--- config.mk ---
export PLATFORM = sky130hd
export DESIGN_NAME = sysio_regblk
export DESIGN_NICKNAME = d
export VERILOG_FILES = /design/src/rtl/sysio_pkg.sv /design/src/rtl/sysio_addr_dec.sv /design/src/rtl/sysio_ctrl_regs.sv /design/src/rtl/sysio_rd_mux.sv /design/src/rtl/sysio_wide_stat.sv /design/src/rtl/sysio_regblk.sv
export SDC_FILE = /design/constraint.sdc
export NUM_CORES = 1
export LEC_CHECK = 0
export BUFFER_PORTS_ARGS = -buffer_cell sky130_fd_sc_hd__buf_2
export CAP_MARGIN = 20
export CORE_MARGIN = 2
export CORE_UTILIZATION = 30
export CTS_CLUSTER_SIZE = 14
export DETAILED_ROUTE_END_ITERATION = 8
export GPL_TIMING_DRIVEN = 0
export PLACE_DENSITY = 0.68
export SETUP_SLACK_MARGIN = 0.1
export SLEW_MARGIN = 10
export SYNTH_ARGS = -nofsm -noshare
export SYNTH_HDL_FRONTEND = slang
export SYNTH_SLANG_ARGS = --single-unit
--- constraint.sdc ---
create_clock -name clk -period 3.5 [get_ports clk]
set_input_delay 0.525 -clock clk [delete_from_list [all_inputs] [get_ports clk]]
set_output_delay 0.525 -clock clk [all_outputs]
set_load 0.01 [all_outputs]
--- src/rtl/sysio_pkg.sv ---
package sysio_pkg;

    localparam int ADDR_W     = 12;
    localparam int BYTE_W     = 8;
    localparam int WIDE_W     = 32;
    localparam int WIDE_BYTES = 4;
    localparam int SIZE_W     = 3;

    // MSB-first bit numbering: bit n carries weight 0x80 >> n
    function automatic logic [BYTE_W-1:0] msb_bit(input int unsigned n);
        return 8'h80 >> n;
    endfunction

    localparam logic [BYTE_W-1:0] SRST_MASK   = msb_bit(7);
    localparam logic [BYTE_W-1:0] ENDIAN_BIT  = msb_bit(6);
    localparam logic [BYTE_W-1:0] SYSCTL_MASK = msb_bit(0) | msb_bit(1) | msb_bit(2) | msb_bit(3);
    localparam logic [BYTE_W-1:0] IOMAP_MASK  = msb_bit(7);

    typedef enum int {
        P_RESET   = 0,
        P_LIGHT   = 1,
        P_EQUIP   = 2,
        P_PASS1   = 3,
        P_PASS2   = 4,
        P_L2INV   = 5,
        P_KEYLOCK = 6,
        P_SYSCTL  = 7,
        P_IOMAP   = 8,
        P_BOARDID = 9
    } port_idx_e;

    localparam int N_PORTS = 10;

    localparam logic [ADDR_W-1:0] PORT_ADDR [N_PORTS] = '{
        12'h092, 12'h808, 12'h80C, 12'h810, 12'h812,
        12'h814, 12'h818, 12'h81C, 12'h850, 12'h852
    };

    // access capability per port index
    localparam logic [N_PORTS-1:0] RD_CAP = 10'b11_1100_0101;
    localparam logic [N_PORTS-1:0] WR_CAP = 10'b01_1011_1011;

    typedef struct packed {
        logic              srst;
        logic [BYTE_W-1:0] sysctl;
        logic              iomap;
    } ctrl_state_t;

    localparam ctrl_state_t CTRL_RESET = '{srst: 1'b0, sysctl: '0, iomap: 1'b1};

endpackage

--- src/rtl/sysio_addr_dec.sv ---
module sysio_addr_dec
    import sysio_pkg::*;
#(
    parameter int AW = ADDR_W
) (
    input  logic               clk,
    input  logic               rst,
    input  logic [AW-1:0]      addr,
    input  logic               rd_en,
    input  logic               wr_en,
    output logic [N_PORTS-1:0] rd_hit,
    output logic [N_PORTS-1:0] wr_hit
);

    logic [N_PORTS-1:0] match;

    for (genvar i = 0; i < N_PORTS; i++) begin : g_port
        assign match[i]  = (addr == AW'(PORT_ADDR[i]));
        assign rd_hit[i] = rd_en & match[i] & RD_CAP[i];
        assign wr_hit[i] = wr_en & match[i] & WR_CAP[i];
    end


    wr_onehot_chk: assert property (@(posedge clk) disable iff (rst)
        $onehot0(wr_hit) && $onehot0(rd_hit));

endmodule

--- src/rtl/sysio_ctrl_regs.sv ---
module sysio_ctrl_regs
    import sysio_pkg::*;
(
    input  logic              clk,
    input  logic              rst,
    input  logic              wr_srst,
    input  logic              wr_sysctl,
    input  logic              wr_iomap,
    input  logic [BYTE_W-1:0] wdata,
    output ctrl_state_t       state,
    output logic              endian_err
);

    ctrl_state_t nxt;

    always_comb begin
        nxt = state;
        if (wr_srst)   nxt.srst   = |(wdata & SRST_MASK);
        if (wr_sysctl) nxt.sysctl = wdata & SYSCTL_MASK;
        if (wr_iomap)  nxt.iomap  = |(wdata & IOMAP_MASK);
    end

    always_ff @(posedge clk) begin
        if (rst) begin
            state      <= CTRL_RESET;
            endian_err <= 1'b0;
        end else begin
            state      <= nxt;
            endian_err <= wr_srst && ((wdata & ENDIAN_BIT) != '0);
        end
    end


    srst_follow_chk: assert property (@(posedge clk) disable iff (rst)
        wr_srst |=> state.srst == $past(wdata[0]));


    endian_pulse_chk: assert property (@(posedge clk) disable iff (rst)
        (wr_srst && wdata[1]) |=> endian_err);


    endian_quiet_chk: assert property (@(posedge clk) disable iff (rst)
        !wr_srst |=> !endian_err);


    sysctl_hold_chk: assert property (@(posedge clk) disable iff (rst)
        !wr_sysctl |=> $stable(state.sysctl));


    iomap_hold_chk: assert property (@(posedge clk) disable iff (rst)
        !wr_iomap |=> $stable(state.iomap));


    reset_state_chk: assert property (@(posedge clk) disable iff (rst)
        $past(rst) |-> (state.iomap && !state.srst && state.sysctl == '0 && !endian_err));

endmodule

--- src/rtl/sysio_rd_mux.sv ---
module sysio_rd_mux
    import sysio_pkg::*;
(
    input  logic               clk,
    input  logic               rst,
    input  logic               rd_en,
    input  logic [N_PORTS-1:0] rd_hit,
    input  ctrl_state_t        state,
    input  logic [BYTE_W-1:0]  equip_strap,
    input  logic [BYTE_W-1:0]  board_id_strap,
    output logic [BYTE_W-1:0]  rdata
);

    logic [BYTE_W-1:0] port_val [N_PORTS];

    always_comb begin
        for (int i = 0; i < N_PORTS; i++) port_val[i] = 8'hFF;
        port_val[P_RESET]   = {{(BYTE_W-1){1'b0}}, state.srst};
        port_val[P_EQUIP]   = equip_strap;
        port_val[P_KEYLOCK] = '0;
        port_val[P_SYSCTL]  = state.sysctl;
        port_val[P_IOMAP]   = {{(BYTE_W-1){1'b0}}, state.iomap};
        port_val[P_BOARDID] = board_id_strap;
    end

    always_comb begin
        rdata = rd_en ? 8'hFF : 8'h00;
        for (int i = 0; i < N_PORTS; i++) begin
            if (rd_hit[i]) rdata = port_val[i];
        end
    end


    idle_zero_chk: assert property (@(posedge clk) disable iff (rst)
        !rd_en |-> rdata == 8'h00);


    sysctl_mask_chk: assert property (@(posedge clk) disable iff (rst)
        rd_hit[P_SYSCTL] |-> (rdata & ~SYSCTL_MASK) == 8'h00);


    strap_chk: assert property (@(posedge clk) disable iff (rst)
        rd_hit[P_EQUIP] |-> rdata == equip_strap);

endmodule

--- src/rtl/sysio_wide_stat.sv ---
module sysio_wide_stat
    import sysio_pkg::*;
#(
    parameter int DW = WIDE_W
) (
    input  logic              clk,
    input  logic              rst,
    input  logic              rd_en,
    input  logic [SIZE_W-1:0] size,
    output logic [DW-1:0]     rdata,
    output logic              size_err
);

    assign rdata = '0;

    always_ff @(posedge clk) begin
        if (rst) size_err <= 1'b0;
        else     size_err <= rd_en && (size != SIZE_W'(WIDE_BYTES));
    end


    size_err_chk: assert property (@(posedge clk) disable iff (rst)
        (rd_en && size != 3'd4) |=> size_err);


    size_ok_chk: assert property (@(posedge clk) disable iff (rst)
        !(rd_en && size != 3'd4) |=> !size_err);

endmodule

--- src/rtl/sysio_regblk.sv ---
module sysio_regblk
    import sysio_pkg::*;
(
    input  logic              clk,
    input  logic              rst,
    input  logic [11:0]       addr,
    input  logic [7:0]        wdata,
    input  logic              wr_en,
    input  logic              rd_en,
    output logic [7:0]        rdata,
    input  logic [7:0]        equip_strap,
    input  logic [7:0]        board_id_strap,
    output logic              soft_rst_o,
    output logic              iomap_sparse_o,
    output logic              endian_err_o,
    input  logic              wide_rd_en,
    input  logic [2:0]        wide_size,
    output logic [31:0]       wide_rdata,
    output logic              wide_size_err_o
);

    logic [N_PORTS-1:0] rd_hit;
    logic [N_PORTS-1:0] wr_hit;
    ctrl_state_t        state;

    sysio_addr_dec #(.AW(ADDR_W)) u_dec (
        .clk    (clk),
        .rst    (rst),
        .addr   (addr),
        .rd_en  (rd_en),
        .wr_en  (wr_en),
        .rd_hit (rd_hit),
        .wr_hit (wr_hit)
    );

    sysio_ctrl_regs u_regs (
        .clk        (clk),
        .rst        (rst),
        .wr_srst    (wr_hit[P_RESET]),
        .wr_sysctl  (wr_hit[P_SYSCTL]),
        .wr_iomap   (wr_hit[P_IOMAP]),
        .wdata      (wdata),
        .state      (state),
        .endian_err (endian_err_o)
    );

    sysio_rd_mux u_mux (
        .clk            (clk),
        .rst            (rst),
        .rd_en          (rd_en),
        .rd_hit         (rd_hit),
        .state          (state),
        .equip_strap    (equip_strap),
        .board_id_strap (board_id_strap),
        .rdata          (rdata)
    );

    sysio_wide_stat #(.DW(WIDE_W)) u_wide (
        .clk      (clk),
        .rst      (rst),
        .rd_en    (wide_rd_en),
        .size     (wide_size),
        .rdata    (wide_rdata),
        .size_err (wide_size_err_o)
    );

    assign soft_rst_o     = state.srst;
    assign iomap_sparse_o = state.iomap;


    wo_no_effect_chk: assert property (@(posedge clk) disable iff (rst)
        (wr_hit[P_LIGHT] | wr_hit[P_PASS1] | wr_hit[P_PASS2] | wr_hit[P_L2INV])
        |=> $stable(state));


    iomap_follow_chk: assert property (@(posedge clk) disable iff (rst)
        (wr_en && addr == 12'h850) |=> iomap_sparse_o == $past(wdata[0]));

endmodule

* Word level (Yosys, flattened, before mapping)
Index checks and enable logic that the tools add are counted.
Storage, ports and cells: bits of input ports 44, word-level logic and storage cells 30, output and inout bits 44, register bits 8
Operators by class: eq/ne operators 7, muxes and demuxes 7, bitwise gates (word level) 9, reduce and logical (&&, ||, !) cells 2
Operators with widths (number):
- equality test 12 bit, second input constant | 5
- two-way mux 8 bit | 7
- equality test 12 x 8 -> 1 bit, second input constant | 1
- AND 1 bit | 9
- != test 3 bit, second input constant | 1
- logical AND 1 bit | 2

* Longest topological paths before layout
Gate-level depths: netlist of the first run.
depth after elaboration 8, gate-level depth with buffers 5, gate-level depth less buffers 4

* By module
Synthesis of the first run repeated with hierarchy kept, for this count alone.
Second synthesis, totals: cell total of the unflattened synthesis 148, area total of the unflattened synthesis 1209.9 µm²
By module, submodules not included:
- sysio_rd_mux | sequential area each 0.0 µm², times used 1, cells an instance 47, area each 360.3 µm²
- sysio_wide_stat | sequential area each 20.0 µm², times used 1, cells an instance 37, area each 290.3 µm²
- sysio_addr_dec | sequential area each 0.0 µm², times used 1, cells an instance 37, area each 289.0 µm²
- sysio_ctrl_regs | sequential area each 140.1 µm², times used 1, cells an instance 27, area each 270.3 µm²

* Worst setup path before layout of the first run
No wires, ideal clock.
path kind input port to output port, start point input addr[9], end point output rdata[0], path buffers 0, arrival time 1453 ps, path slack 1522 ps, stages on the path 4, data required time 2975 ps, cells stage by stage nor4b_4 > and3_2 > o2111ai_1 > a21oi_1
Between the ends: longest elaborated chain between the ends 8, elaborated cells between the ends (all ways) 18, those cells by class eq/ne (6); mux (6); bitwise (6)
RTL lines:
- start, declared | RTL line sysio_regblk.sv:6 | input logic [11:0] addr,
- equality test 12 x 8 -> 1 bit | RTL line sysio_addr_dec.sv:18 | assign match[i] = (addr == AW'(PORT_ADDR[i]));
- AND 1 bit | RTL line sysio_addr_dec.sv:19 | assign rd_hit[i] = rd_en & match[i] & RD_CAP[i];
- two-way mux 8 bit (5 in series) | RTL line sysio_rd_mux.sv:29 | if (rd_hit[i]) rdata = port_val[i];
- two-way mux 8 bit (*) | RTL line sysio_rd_mux.sv:29
- end, declared | RTL line sysio_regblk.sv:10 | output logic [7:0] rdata,
Mark *: on every way between the ends. The rest lies on a longest branch, timed or not.

* Worst setup path in the final report of the first run
start point input addr[0], end point output rdata[7]
The elaborated chain is that of the path after synthesis.

==> run summary, run 1 <==
Drt
* 10.3 um — wire per inst
* 0 — DRC violation count after routing
* 1,020 — total via count in the routed design
* 2420 um — total length of routed wires
* 22 — initial detailed-routing violation count
* 4 — drt pass-1 iters
* 4.32 — via density per instance
* 0 — DRT antenna net count

Place
* 2100 um — detailed placement HPWL
* 0.864 — routability congestion estimate
* 1340 sq um — instance area at placement
* 53 — Buffers on Ports

GRT
* 0 — total gr overflow
* 3760 um — first-pass GRT wire length
* 23.2% — met2 usage in global routing
* 921 — via count of the first global-routing pass
* 0 — initial antenna violation count
* met2 — grt peak-use layer
* 9 — largest net degree at the start of global routing
* 3.49% — global routing usage on met3
* 13.8% — GRT Resource Usage Total
* 17.4% — GRT met1 Usage

Run status
* finished, final reports clean — outcome

Yosys
* 0% — share of synthesized flip-flops with an asynchronous set or reset
* sky130_fd_sc_hd__dfxtp_1 — Top FF cell, synth
* 31 — Distinct cells, synth
* 920 sq um — cell area after synthesis
* 0 — number of warning messages in the yosys log
* 116 — synthesized instance count
* 17.4% — sequential share of the synthesized area
* 7.93 sq um — Syn Area/Cell
* 0 — number of synthesized flops with an enable pin
* 8 — register bit count reported by yosys

Worst setup path
* input pin — kind of start point of the critical path
* input pin to output port — Critical Setup Path Class
* 1.82 ns — arrival time at the worst endpoint
* buf_2, nor4_4, and4_1, buf_2, a32oi_1, o21ai_0, buf_2 — Cell Chain, Critical Path
* 7 — maximum fanout count along the critical path
* 0.42 ns — Worst path max stage delay
* sky130_fd_sc_hd__buf_2 — cell mode on critical path
* sky130_fd_sc_hd__nor4_4 — critical path's slowest cell
* simple AND/OR/NAND/NOR gates — Crit path max-delay family
* 7 — Stages on worst setup path
* 2 — cell depth of the worst flop-to-flop path
* 3 — critical path buffer and inverter count
* 2.97 ns — Required @ worst endpoint
* output port — crit path capture type

Power
* 0.712 nW — Lkg Pwr
* 0.0959 mV — largest voltage drop on the vdd net
* 0.000262 W — power consumption
* 192 nW/um^2 — total power divided by cell area

Clock network
* 0.06 ns — Clock transition at path regs
* 1 — Max H-tree Level
* done — TritonCTS clock tree
* 3 — CTS Buf Count
* 0 — Gates resized, CTS repair
* 0.25 ns — source-to-sink clock delay at the later pin of the worst-skew pair
* sky130_fd_sc_hd__clkbuf_4 — Root Driver
* 2 — buffer levels on the longest clock path
* 0 — post-CTS repair timing setup buffer count
* 0 — count of hold-fix buffers inserted at cts
* 8 — sinks on the clock net

Floorplan
* 3520 sq um — Die Outline Area
* 59.4 um — DIE WIDTH
* 2980 sq um — area of the core
* 30.9% — effective utilization at floorplan
* 20 — number of rows in the core area
* 59.4 um — die height
* 88 — number of I/O pins

STA
* 0.486 ns — final-layout worst hold slack
* false — unrepaired setup endpoints after global routing
* 2.35 ns — shortest clock period the worst path allows after layout
* 0 — Max Slew Vio Count
* 0 — Hold Fails Final Rpt
* 0 ns — Final TNS setup
* 67.0% — post-route fraction of the period consumed by the critical path
* 0 — final-report setup violation count
* 426 MHz — maximum clock frequency
* 0 ns — Worst Skew

Layout
* 47.3% — share of layout cells above drive strength 1
* 249 — Nets
* sky130_fd_sc_hd__buf_2 — commonest non-fill, non-tap cell in the layout
* 0 — number of antenna diodes
* 322 — # fillers
* 1370 sq um — Design Area, Final
* sky130_fd_sc_hd__buf_2, sky130_fd_sc_hd__buf_4, sky130_fd_sc_hd__conb_1 — most used cells in the layout excluding fill and tap cells
* 48.4% — synth-to-layout area growth

Min path
* register to register — worst min-delay path category
* 2 — number of stages on the worst hold path

Job
* 0 — number of maximum-capacitance constraint violations

## layer usage
layer / wire length [um] / share of wire (%) / up-vias
met2: 1080 / 45 / 57
met3: 285 / 12 / 2
met1: 1040 / 43 / 418
met4: 17 / 0.70 / 0
li1: - / - / 543
met5: 0 / 0 / -
## where the power goes
group	total [W]	internal, W	switching [W]
clock network	0.0000704	0.0000392	0.0000312
registers	0.0000919	0.0000918	0.000000122
logic	0.000100	0.0000513	0.0000488
## cell families (layout without fill, tap and decap cells)
family,count (synthesis),in the layout,synth area share (%)
mux,1,1,1.09
compound gates,28,28,20.4
other cells,1,32,0.408
flops,8,8,17.4
simple gates,39,39,31.2
buf+inv,39,95,29.5
## registers in the layout, summed over array words and instances, names as in the netlist
name / count
u_regs.state: 6
u_regs.endian_err: 1
u_wide.size_err: 1
## cells in the mapped netlist (2+ instances only)
library cell | n | area (sq um)
sky130_fd_sc_hd__a21oi_1 | 5 | 25.0
sky130_fd_sc_hd__buf_4 | 33 | 248
sky130_fd_sc_hd__nand2_1 | 6 | 22.5
sky130_fd_sc_hd__o21ai_0 | 12 | 60.1
sky130_fd_sc_hd__a32oi_1 | 4 | 35.0
sky130_fd_sc_hd__nand3_1 | 7 | 35.0
sky130_fd_sc_hd__nor3_1 | 7 | 35.0
sky130_fd_sc_hd__nor2_1 | 2 | 7.51
sky130_fd_sc_hd__inv_1 | 5 | 18.8
sky130_fd_sc_hd__dfxtp_1 | 8 | 160
sky130_fd_sc_hd__and3_1 | 3 | 18.8
sky130_fd_sc_hd__nand4_1 | 3 | 18.8
sky130_fd_sc_hd__nor4b_4 | 3 | 71.3
## through the flow
stage / cells / setup slack (ns) / util, %
after global routing: 236 / 1.03 / 45.8
after global placement: 233 / 1.14 / 45.1
final: 236 / 1.15 / 45.8
after detailed placement: 233 / 1.15 / 45.1
after floorplan: 147 / 1.52 / -
after CTS: 236 / 1.16 / 45.8
## worst paths after layout
check | startpoint | end | slack [ns]
setup / recovery | addr[0] | rdata[7] | 1.15
hold / removal | u_regs.state[7] | u_regs.state[7] | 0.49
setup reg to reg | u_regs.state[6] | u_regs.state[6] | 2.85
hold reg to reg | u_regs.state[7] | u_regs.state[7] | 0.49
## tightest hold or removal path: stages (launching register included)
cell and delay (ns):
sky130_fd_sc_hd__dfxtp_1 0.31, sky130_fd_sc_hd__o21ai_0 0.07, sky130_fd_sc_hd__a21oi_1 0.06
## layout make-up
type	instances	area, sq um	share of cell area [%]
buffer	34	253	18.5
clock buffer	3	22.5	1.65
inverter	5	18.8	1.37
multi-input combinational	100	604	44.3
sequential	8	160	11.7
tap	33	41.3	3.02
timing repair buffer	53	265	19.4
(Power assumes the default switching activity.)
==> run 2, diff against run 1 <==
--- a/config.mk
+++ b/config.mk
@@ -12,7 +12,7 @@
 export CTS_CLUSTER_SIZE = 14
 export DETAILED_ROUTE_END_ITERATION = 8
 export GPL_TIMING_DRIVEN = 0
-export PLACE_DENSITY = 0.68
+export PLACE_DENSITY = 0.71
 export SETUP_SLACK_MARGIN = 0.1
 export SLEW_MARGIN = 10
 export SYNTH_ARGS = -nofsm -noshare
==> constraint.sdc (replaced) <==
create_clock -name clk -period 2.1 [get_ports clk]
set_input_delay 0.315 -clock clk [delete_from_list [all_inputs] [get_ports clk]]
set_output_delay 0.315 -clock clk [all_outputs]
set_load 0.01 [all_outputs]
==> run 2 against run 1 <==
Effect of this change:
- sequential share of layout area shrank 0.48 points
- global-route usage shrank 0.55 points
- wire length shrank 0.87%
- sequential power grew 66%
- critical endpoint is now rdata[0]
- first-iteration DRC count grew 100%
==> run summary, run 2 (synthesized netlist as in run 1, its figures left out) <==
Run status
* finished, final reports clean — outcome

GRT
* 0 — total gr overflow, unchanged
* 0 — initial antenna violation count, unchanged
* 883 — via count of the first global-routing pass, -4.1%
* 3640 um — first-pass GRT wire length, -3.1%
* 9 — largest net degree at the start of global routing, unchanged
* 13.3% — GRT Resource Usage Total, -0.55 points

Drt
* 263 um — Detail Route met3 WL, -7.7%
* 2400 um — total length of routed wires, -0.87%
* 1,059 — total via count in the routed design, +3.8%
* 44 — initial detailed-routing violation count, +100%
* 4.41 — via density per instance, +2.1%
* 6 — drt pass-1 iters, +2
* met4 — topmost layer with routed signal wires
* 10.0 um — wire per inst, -2.5%
* 1030 um — detailed-route wire length on metal 1, -0.96%
* 0 — DRT antenna net count, unchanged
* 1100 um — DR WL met2, +1.7%
* 0 — DRC violation count after routing, unchanged

Layout
* 253 — Nets, +1.6%
* 0 — number of antenna diodes, unchanged
* sky130_fd_sc_hd__buf_2 — commonest non-fill, non-tap cell in the layout
* 1420 sq um — Design Area, Final, +4.3%
* 50.2% — share of layout cells above drive strength 1, +3.0 points
* sky130_fd_sc_hd__buf_2, sky130_fd_sc_hd__buf_4, sky130_fd_sc_hd__conb_1 — most used cells in the layout excluding fill and tap cells
* 335 — # fillers, +4.0%
* u_regs.state — Most flops, register
* 240 — number of cells in the finished layout apart from fillers, +1.7%
* 6 — flip-flop count of the largest register, all copies and words added, unchanged
* u_regs.state: 6 flops, u_regs.endian_err: 1 flops, u_wide.size_err: 1 flops — leading registers by flop count
* 54.8% — synth-to-layout area growth

Clock network
* 1 — Max H-tree Level, unchanged
* 0 — count of hold-fix buffers inserted at cts, unchanged
* 8 — sinks on the clock net, unchanged
* done — TritonCTS clock tree
* 0.25 ns — source-to-sink clock delay at the later pin of the worst-skew pair, about the same
* 3 — CTS Buf Count, unchanged
* 0.05 ns — Clock transition at path regs, about the same
* 2 — buffer levels on the longest clock path, unchanged
* sky130_fd_sc_hd__clkbuf_4 — Root Driver

Floorplan
* 2980 sq um — area of the core, unchanged
* 20 — number of rows in the core area, unchanged
* 59.4 um — die height, unchanged
* 3520 sq um — Die Outline Area, unchanged
* 88 — number of I/O pins, unchanged
* 59.4 um — DIE WIDTH, unchanged
* 30.9% — effective utilization at floorplan, unchanged

Place
* 53 — Buffers on Ports, unchanged
* 1340 sq um — instance area at placement, unchanged
* 233 — post-placement cell count, unchanged
* 0.845 — routability congestion estimate, -2.2%
* 2020 um — detailed placement HPWL, -3.7%

Power
* 0.734 nW — Lkg Pwr, +3.2%
* 310 nW/um^2 — total power divided by cell area, +61%
* 0.127 mV — largest voltage drop on the vdd net, +32%
* 0.000442 W — power consumption, +68%

STA
* 0 — final-report setup violation count, unchanged
* 522 MHz — maximum clock frequency
* 0.309 ns — final-layout worst hold slack, -0.177 ns
* 1.92 ns — shortest clock period the worst path allows after layout
* true — unrepaired setup endpoints after global routing
* 91.3% — post-route fraction of the period consumed by the critical path
* 0 — Max Slew Vio Count, unchanged
* 0 — Hold Fails Final Rpt, unchanged
* 0 ns — Final TNS setup, unchanged
* 0 ns — Worst Skew, unchanged

Worst setup path
* 6 — maximum fanout count along the critical path, -1
* input pin to output port — Critical Setup Path Class
* 1.60 ns — arrival time at the worst endpoint, -0.22 ns
* output port — crit path capture type
* input pin — kind of start point of the critical path
* 1.78 ns — Required @ worst endpoint, -1.19 ns

Min path
* input pin to register — worst min-delay path category

Job
* 0 — number of maximum-capacitance constraint violations, unchanged

==> run 2: final cells by class <==
type	count	area, sq um	share of cell area (%)
multi-input combinational	100	631	44.3
timing repair buffer	57	295	20.7
buffer	34	255	17.9
sequential	8	160	11.2
tap	33	41.3	2.90
clock buffer	3	22.5	1.58
inverter	5	18.8	1.32
==> run 2: worst paths after layout <==
kind | from | end | slack, ns | depth (start not counted)
worst min register to register | u_regs.state[7] | u_regs.state[7] | 0.49 | 2
worst max-delay path | addr[10] | rdata[0] | 0.18 | 6
worst max register to register | u_regs.state[0] | u_regs.state[0] | 1.48 | 2
worst min-delay path | wide_rd_en | u_wide.size_err | 0.31 | 2
==> run 2: worst max-delay path, stage by stage <==
cell	delay, ns
sky130_fd_sc_hd__buf_2	0.13
sky130_fd_sc_hd__nor4b_4	0.43
sky130_fd_sc_hd__and3_2	0.31
sky130_fd_sc_hd__o2111ai_1	0.11
sky130_fd_sc_hd__a21oi_1	0.16
sky130_fd_sc_hd__buf_2	0.15
==> run 2: per-layer routing <==
metal,up-vias,track usage (%)
met5,-,0
met1,452,16.8
met3,2,3.06
li1,551,-
met2,54,22.3
met4,0,3.90
==> run 2: timing repair <==
action                     4_1_cts  5_1_grt
setup endpoints to repair        0        7
setup buffers                    0        4
gates resized for setup          0        7
==> run 2: report_power, final <==
part	internal (W)	switching, W	leakage (nW)
sequential	0.000153	0.000000203	0.0647
clock	0.0000653	0.0000515	0.0138
combinational	0.0000882	0.0000836	0.656
==> run 2: through the flow <==
step | setup WS, ns | utilization [%]
2_1_floorplan | 0.542 | -
3_3_place_gp | 0.178 | 45.1
3_5_place_dp | 0.135 | 45.1
4_1_cts | 0.138 | 45.8
5_1_grt | 0.0625 | 47.8
6_report | 0.184 | 47.8
==> run 3, diff against run 2 <==
--- a/config.mk
+++ b/config.mk
@@ -7,14 +7,13 @@
 export LEC_CHECK = 0
 export BUFFER_PORTS_ARGS = -buffer_cell sky130_fd_sc_hd__buf_2
 export CAP_MARGIN = 20
-export CORE_MARGIN = 2
 export CORE_UTILIZATION = 30
 export CTS_CLUSTER_SIZE = 14
 export DETAILED_ROUTE_END_ITERATION = 8
 export GPL_TIMING_DRIVEN = 0
 export PLACE_DENSITY = 0.71
 export SETUP_SLACK_MARGIN = 0.1
-export SLEW_MARGIN = 10
+export SLEW_MARGIN = 30
 export SYNTH_ARGS = -nofsm -noshare
 export SYNTH_HDL_FRONTEND = slang
 export SYNTH_SLANG_ARGS = --single-unit
==> run 3 against run 2 <==
Effect of this change:
- the flow now finishes with violations (DRC)
- clock-buffer cell count is the same
- register-to-register slack got worse by 0.03 ns
- final area decreased by 3.3%
- fmax grew 0.14%
- sequential share of layout area grew 0.38 points
- utilization rose by 0.88 points
- global-route usage grew 0.77 points
- combinational power fell by 2%
- wire length shrank 4.9%
- largest cell class unchanged
- highest routed layer unchanged
==> run summary, run 3 (synthesized netlist as in run 1, its figures left out) <==
Drt
* 0 — DRT antenna net count, unchanged
* 8 — DRC violation count after routing, +8
* 6 — drt pass-1 iters, unchanged
* 9.71 um — wire per inst, -2.9%
* 1,040 — total via count in the routed design, -1.8%
* 2280 um — total length of routed wires, -4.9%
* 48 — initial detailed-routing violation count, +9.1%
* 4.43 — via density per instance, +0.30%

Worst setup path
* u_regs.state[6] — capturing point of the worst reg2reg path
* addr[6] — startpoint of the most critical setup path
* input pin to output port — Critical Setup Path Class
* 2 — cell depth of the worst flop-to-flop path, unchanged
* u_regs.state[6] — Critical R2R Launch
* input pin — kind of start point of the critical path
* 1.60 ns — arrival time at the worst endpoint, about the same
* 1.45 ns — reg-to-reg setup timing slack, -0.03 ns
* 7 — maximum fanout count along the critical path, +1
* output port — crit path capture type
* 1.78 ns — Required @ worst endpoint, about the same

STA
* 0 — Hold Fails Final Rpt, unchanged
* 0 ns — Final TNS setup, unchanged
* 523 MHz — maximum clock frequency, +0.14%
* 0.186 ns — Final Worst Setup Slack, +0.00268 ns
* 91.1% — post-route fraction of the period consumed by the critical path, -0.13 points
* 0 ns — Worst Skew, unchanged
* 1.91 ns — shortest clock period the worst path allows after layout, -0.00268 ns
* 0 — Max Slew Vio Count, unchanged
* 0 — final-report setup violation count, unchanged
* true — unrepaired setup endpoints after global routing

Floorplan
* 19 — number of rows in the core area, -5.0%
* 88 — number of I/O pins, unchanged
* 57.4 um — DIE WIDTH, -3.4%
* 2830 sq um — area of the core, -5.0%
* 3290 sq um — Die Outline Area, -6.6%
* 57.4 um — die height, -3.4%
* 32.5% — effective utilization at floorplan, +1.6 points

Clock network
* 0.06 ns — Clock transition at path regs, about the same
* 0.25 ns — source-to-sink clock delay at the later pin of the worst-skew pair, about the same
* 8 — sinks on the clock net, unchanged
* done — TritonCTS clock tree
* 1 — Max H-tree Level, unchanged
* sky130_fd_sc_hd__clkbuf_4 — Root Driver
* 2 — buffer levels on the longest clock path, unchanged
* 3 — CTS Buf Count, unchanged

Power
* 0.717 nW — Lkg Pwr, -2.4%
* 316 nW/um^2 — total power divided by cell area, +1.7%
* 0.175 mV — largest voltage drop on the vdd net, +38%

Place
* 0.173 ns — post-placement setup slack, +0.0377 ns
* 53 — Buffers on Ports, unchanged
* 1990 um — detailed placement HPWL, -1.5%
* 231 — post-placement cell count, -0.86%
* 0.853 — routability congestion estimate, +0.97%

Min path
* input pin to register — worst min-delay path category
* 3 — number of stages on the worst hold path, +1
* wdata[4] — worst hold path startpoint
* u_regs.state[5] — end point of the most critical hold path

Layout
* u_regs.state: 6 flops, u_regs.endian_err: 1 flops, u_wide.size_err: 1 flops — leading registers by flop count
* 609 sq um — area taken by multi-input logic gates, -3.4%
* sky130_fd_sc_hd__buf_2 — commonest non-fill, non-tap cell in the layout
* 6 — flip-flop count of the largest register, all copies and words added, unchanged
* sky130_fd_sc_hd__buf_2, sky130_fd_sc_hd__buf_4, sky130_fd_sc_hd__conb_1 — most used cells in the layout excluding fill and tap cells
* 49.8% — synth-to-layout area growth
* 160 sq um — Sequential Area, unchanged
* 235 — number of cells in the finished layout apart from fillers, -2.1%
* 0 — number of antenna diodes, unchanged
* 48.0% — share of layout cells above drive strength 1, -2.2 points
* 250 — Nets, -1.2%
* u_regs.state — Most flops, register
* 321 — # fillers, -4.2%
* 48.7% — post-layout util, +0.88 points

GRT
* 0 — initial antenna violation count, unchanged
* 16.8% — GRT met1 Usage, -0.062 points
* 887 — via count of the first global-routing pass, +0.45%
* 9 — largest net degree at the start of global routing, unchanged
* 3720 um — first-pass GRT wire length, +2.1%
* 0 — total gr overflow, unchanged
* met2 — grt peak-use layer
* 3.40% — global routing usage on met3, +0.34 points
* 14.1% — GRT Resource Usage Total, +0.77 points
* 24.8% — met2 usage in global routing, +2.5 points

Run status
* DRC — failing checks
* finished with violations — outcome

Job
* 0 — number of maximum-capacitance constraint violations, unchanged

==> run 3: cell types whose count changed in the layout (fill, tap and decap cells not counted) <==
| cell | change |
|---|---|
| sky130_fd_sc_hd__o2111ai_2 | +1 |
| sky130_fd_sc_hd__nor3_1 | +1 |
| sky130_fd_sc_hd__buf_4 | -4 |
| sky130_fd_sc_hd__nand2_1 | +2 |
| sky130_fd_sc_hd__clkbuf_4 | +1 |
| sky130_fd_sc_hd__nor3_2 | -1 |
| sky130_fd_sc_hd__nand2_2 | -2 |
| sky130_fd_sc_hd__o2111ai_4 | -1 |
==> run 3: final cells by class <==
cell class / instances / share of cell area, %
multi-input cells: 100 / 44.2
inverters: 5 / 1.36
well taps: 31 / 2.82
flip-flops and latches: 8 / 11.6
plain buffers: 34 / 18.5
repair buffers: 54 / 19.8
clock buffers: 3 / 1.63
==> run 3: worst max path at each step <==
stage / to / slack [ns] / cells past startpoint
2_1_floorplan: rdata[0] / 0.54 / 4
5_1_grt: rdata[0] / 0.08 / 6
6_report: rdata[4] / 0.19 / 6
3_5_place_dp: rdata[7] / 0.17 / 7
4_1_cts: rdata[7] / 0.17 / 7
3_3_place_gp: rdata[7] / 0.17 / 7
==> run 3: per-stage QoR <==
step | area [sq um] | total power [W] | hold WS, ns
after detailed placement | 1340 | 0.000321 | 0.471
after floorplan | 1040 | 0.000256 | 0.384
after global placement | 1340 | 0.000320 | 0.469
after global routing | 1380 | 0.000472 | 0.316
final | 1380 | 0.000435 | 0.318
after CTS | 1360 | 0.000436 | 0.315
==> run 3: layer usage <==
metal,part of all wire [%],vias to the layer above
met5,0,-
met4,0.66,0
met3,10,2
met2,47,60
met1,42,431
li1,-,547
==> run 3: critical path, stage by stage <==
cell and delay (ns):
sky130_fd_sc_hd__buf_2 0.12, sky130_fd_sc_hd__nor4b_4 0.35, sky130_fd_sc_hd__nand4b_1 0.31, sky130_fd_sc_hd__nor3_1 0.24, sky130_fd_sc_hd__o21ai_0 0.10, sky130_fd_sc_hd__buf_2 0.15
==> run 3: timing repair <==
item / in CTS / in global routing
endpoints found under the hold margin: 0 / 0
setup endpoints to repair: 0 / 7
buffers inserted: 0 / 1
resized for setup: 0 / 2
hold buffers: 0 / 0
==> run 3: report_power, final <==
| group | total (W) | internal, W | leakage, nW | switching [W] |
|---|---|---|---|---|
| clock network | 0.000114 | 0.0000652 | 0.0138 | 0.0000486 |
| registers | 0.000153 | 0.000153 | 0.0647 | 0.000000208 |
| logic | 0.000168 | 0.0000861 | 0.638 | 0.0000817 |
| total | 0.000435 | 0.000304 | 0.717 | 0.000130 |
